`config.mk`:
```
export PLATFORM = sky130hd
export DESIGN_NAME = rx_line_presence
export DESIGN_NICKNAME = d
export VERILOG_FILES = /design/src/rtl/lvl_pkg.sv /design/src/rtl/lvl_classify.sv /design/src/rtl/run_counter.sv /design/src/rtl/rx_line_presence.sv
export SDC_FILE = /design/constraint.sdc
export NUM_CORES = 1
export LEC_CHECK = 0
export CORE_UTILIZATION = 40
export DETAILED_ROUTE_END_ITERATION = 12
export DONT_BUFFER_PORTS = 1
export GPL_ROUTABILITY_DRIVEN = 0
export HOLD_SLACK_MARGIN = 0.15
export PLACE_DENSITY = 0.59
export REMOVE_ABC_BUFFERS = 1
export SYNTH_ARGS = -nofsm -noshare
export SYNTH_HDL_FRONTEND = slang
export SYNTH_SLANG_ARGS = --single-unit
```
`constraint.sdc`:
```
create_clock -name clk -period 2.2 [get_ports clk]
set_input_delay 0.44 -clock clk [delete_from_list [all_inputs] [get_ports clk]]
set_output_delay 0.44 -clock clk [all_outputs]
set_load 0.005 [all_outputs]
```
`src/rtl/lvl_pkg.sv`:
```
package lvl_pkg;
  typedef enum logic [1:0] {
    LVL_DEAD  = 2'b00,
    LVL_POS   = 2'b01,
    LVL_NEG   = 2'b10,
    LVL_GREY  = 2'b11
  } lvl_code_t;
endpackage

```
`src/rtl/lvl_classify.sv`:
```
module lvl_classify #(
  parameter int NUM_CH = 3
) (
  input  logic [2*NUM_CH-1:0] codes_i,
  output logic                any_valid_o,
  output logic                all_dead_o
);
  import lvl_pkg::*;

  logic [NUM_CH-1:0] ch_valid;
  logic [NUM_CH-1:0] ch_dead;

  for (genvar g = 0; g < NUM_CH; g++) begin : g_ch
    lvl_code_t c;
    assign c          = lvl_code_t'(codes_i[2*g +: 2]);
    assign ch_valid[g] = (c == LVL_POS) || (c == LVL_NEG);
    assign ch_dead[g]  = (c == LVL_DEAD);
  end

  assign any_valid_o = |ch_valid;
  assign all_dead_o  = &ch_dead;
endmodule

```
`src/rtl/run_counter.sv`:
```
module run_counter #(
  parameter int LIMIT = 4
) (
  input  logic clk,
  input  logic rst_n,
  input  logic inc_i,
  input  logic clr_i,
  output logic hit_o
);
  localparam int CW = $clog2(LIMIT + 1);
  localparam logic [CW-1:0] TOP = CW'(LIMIT - 1);

  logic [CW-1:0] cnt;

  always_ff @(posedge clk or negedge rst_n) begin
    if (!rst_n)          cnt <= '0;
    else if (clr_i)      cnt <= '0;
    else if (inc_i && cnt < TOP) cnt <= cnt + 1'b1;
  end

  assign hit_o = inc_i && !clr_i && (cnt >= TOP);

  // a clearing edge leaves the run empty
  p_clear_empties_r6: assert property (@(posedge clk) disable iff (!rst_n)
    clr_i |=> (cnt == '0));
  // neither increment nor clear keeps the run unchanged
  p_idle_holds_r5: assert property (@(posedge clk) disable iff (!rst_n)
    (!inc_i && !clr_i) |=> $stable(cnt));
  p_run_bounded_r4: assert property (@(posedge clk) disable iff (!rst_n)
    cnt <= TOP);
endmodule

```
`src/rtl/rx_line_presence.sv`:
```
module rx_line_presence #(
  parameter int NUM_CH   = 3,
  parameter int RISE_CYC = 40,
  parameter int FALL_CYC = 1500
) (
  input  logic                clk,
  input  logic                rst_n,
  input  logic [2*NUM_CH-1:0] lvl_code_i,
  output logic                line_ok_o
);
  logic any_valid, all_dead;
  logic rise_hit, fall_hit;
  logic ok_q;

  lvl_classify #(.NUM_CH(NUM_CH)) u_cls (
    .codes_i     (lvl_code_i),
    .any_valid_o (any_valid),
    .all_dead_o  (all_dead)
  );

  // confirmation run: valid edges in a row
  run_counter #(.LIMIT(RISE_CYC)) u_rise (
    .clk   (clk),
    .rst_n (rst_n),
    .inc_i (any_valid),
    .clr_i (!any_valid),
    .hit_o (rise_hit)
  );

  // dead-band qualification: grey edges hold, valid edges clear
  run_counter #(.LIMIT(FALL_CYC)) u_fall (
    .clk   (clk),
    .rst_n (rst_n),
    .inc_i (all_dead),
    .clr_i (any_valid),
    .hit_o (fall_hit)
  );

  always_ff @(posedge clk or negedge rst_n) begin
    if (!rst_n)        ok_q <= 1'b0;
    else if (rise_hit) ok_q <= 1'b1;
    else if (fall_hit) ok_q <= 1'b0;
  end

  assign line_ok_o = ok_q;

  p_rise_on_valid_r3: assert property (@(posedge clk) disable iff (!rst_n)
    $rose(line_ok_o) |-> $past(any_valid));
  p_fall_on_dead_r4: assert property (@(posedge clk) disable iff (!rst_n)
    $fell(line_ok_o) |-> $past(all_dead));
  p_grey_holds_r5: assert property (@(posedge clk) disable iff (!rst_n)
    (!any_valid && !all_dead) |=> $stable(line_ok_o));
  p_valid_never_drops_r8: assert property (@(posedge clk) disable iff (!rst_n)
    any_valid |=> !$fell(line_ok_o));
endmodule

```
==> metrics <==
Synth Cell Area=1060 sq um; WL/cell=roughly 14 um; Post-synth EDFFs=0; top post-synthesis cells by area=dfrtp_1 (43%), ha_1 (5.9%), a21oi_1 (5.2%); final hold violation count=0; syn_area_per_cell=9.14 sq um; Starting Density=42.4%; post-route ant nets=0; chip height=53.5 um; routed wire length=between 2000 and 2500 um; Row Count=18; clock sinks=18; post-CTS setup buffers=0; Internal=roughly 0.55 mW; synth unique cells=38; Worst slew margin=between 40% and 50%; CTS tree=built; area grow syn2layout=7.44%; vias in the first global route=781; clk slew on worst S/H paths=~0.11 ns; actual slew at the worst max-slew pin=between 0.8 and 0.9 ns; post-route core utilization=a little under half; Root Driver=clkbuf_4; Sw Pwr=0.234 mW; max capacitance violation total=0; Slew Viols, Final=0; clock power share=between 20% and 30%; half-perimeter wire length after placement=1480 um; layout cells sized above 1=5.04%; number of DRC markers in iteration 0=23; initial antenna violation count=0; maximum fanout along the worst path=7; core area=between 2000 and 2500 sq um; Peak VDD IR=roughly 0.00051 V; CP Data Arrival Time=a little over 2 ns; GRT overflow=0; final setup TNS=0 ns; most common cell in the netlist=dfrtp_1; crit path time final=1.85 ns; largest net degree at the start of global routing=19; die area=2860 sq um; sequential-to-total area share from yosys stat=between 40 and 50%; fmax=0.540 GHz; Clock Latency Late Sink=0.30 ns; DR pass1 iterations=4; hold_buf cts=1; register area=450 sq um; Min-Delay Path Class=reg2reg; startpoint types=flip-flop; PortBufs=0; crit path kind=reg2reg; vias per inst=approximately 5.8; PwrDens=between 600 and 700 nW/um^2; Area after DPL=between 1000 and 1500 sq um; WP data required=between 2 and 2.5 ns; Clock Tree Buf Depth=2; # diodes=0; DRC=0; GRT Util Overall=16.7%; combinational power share=about a fifth; reg2reg setup slack=between 0.3 and 0.4 ns; clock skew=0.00337 ns; crit end category=flip-flop; Filler cells=about 230; leading area contributor after synthesis=dfrtp_1; Resized cells post-CTS=0; sw frac=between 20 and 30%; yosys warns=0; RSZ-0062 raised after global routing=false; period utilisation layout=84.2%; Horiz. Die Dim=53.5 um; Finished Layout Cells=149; Static Leak=0.444 nW; #FFs+latches synth=18; Final nets=about 130; async set-reset flop share out of synthesis=100%; placed insts=144; first-pass GRT wire length=between 3000 and 4000 um; top_reg_cell synth=dfrtp_1; H-tree depth=1; cells after synthesis=116; num ports=9; top cells by count, synth=dfrtp_1 (18), a21oi_1 (11), inv_1 (11), nand2_1 (9); top-area cell type share of the netlist area=42.5%; CTS buffer count=3; Post-Layout Inst Area=1140 sq um; DR vias=858; Final setup viols=0; status=finished, final reports clean; multi-input logic area=556 sq um; Seq pwr share=53.4%
state kept, by name, summed over array words and instances (netlist names):
| name | cells |
|---|---|
| u_fall.cnt | 11 |
| u_rise.cnt | 6 |
| line_ok_o | 1 |
power groups by stage:
stage,Combinational [mW],Sequential (mW),Clock [mW]
after detailed placement,0.153,0.426,0
after global placement,0.150,0.425,0
after global routing,0.189,0.424,0.231
after CTS,0.162,0.420,0.218
final,0.158,0.420,0.208
after floorplan,0.129,0.416,0
layer usage:
layer  part of all wire [%]  up-vias  GRT usage [%]
met5                      0        -              0
met4                   0.73        0           3.95
met2                     48       12           27.9
met1                     48      409           20.1
met3                    2.7        2           6.03
li1                       -      435              -
cell type report:
cell class | count | area share, %
Multi-Input combinational cell | 84 | 48.8
Timing Repair Buffer | 2 | 1.54
Sequential cell | 18 | 39.6
Clock buffer | 4 | 3.19
Inverter | 11 | 3.63
Tap cell | 30 | 3.30
stage by stage:
| stage | hold slack, ns | worst slack (ns) | total power, mW |
|---|---|---|---|
| floorplan | 0.144 | 0.0781 | 0.545 |
| global placement | 0.145 | 0.248 | 0.575 |
| detailed placement | 0.145 | 0.184 | 0.579 |
| CTS | 0.558 | 0.358 | 0.800 |
| global route | 0.585 | 0.228 | 0.844 |
| finish | 0.545 | 0.349 | 0.787 |
cells in the final DEF, fill, tap and decap left out, drive strengths merged, types with 2 or more instances in the layout:
cell type,count
nand3,5
o21ai,3
nor2,5
mux2i,3
or3,5
and3,2
o31ai,4
nor3,2
or4,4
xnor2,2
clkbuf,4
nand4,2
inv,11
a21oi,11
nand2,9
nand2b,3
dfrtp,18
ha,5
nand3b,2
critical path, cell delays in order (launching register included):
cell     delay [ns]
dfrtp_1        0.40
ha_1           0.17
inv_1          0.07
or3_1          0.47
or4_1          0.49
a21oi_1        0.17
kinds of logic (layout without fill, tap and decap cells):
family / after synthesis / count (layout) / share of synthesized area (%)
XOR/XNOR: 3 / 3 / 2.48
adder cells (fa/ha/maj): 5 / 5 / 5.90
flip-flops: 18 / 18 / 42.5
AND/OR/NAND/NOR: 42 / 42 / 21.6
buffers and inverters: 14 / 17 / 5.08
AO/OA/AOI/OAI: 31 / 31 / 19.6
multiplexers: 3 / 3 / 2.83
final timing paths:
path,from,endpoint,cells after the start
max in group asynchronous,rst_n,u_rise.cnt[2],1
max,u_fall.cnt[0],u_fall.cnt[4],5
max reg2reg,u_fall.cnt[0],u_fall.cnt[4],5
min in group asynchronous,rst_n,u_fall.cnt[5],1
min,line_ok_o,line_ok_o,1
min reg2reg,line_ok_o,line_ok_o,1
Power figures use the tool's default switching activity.
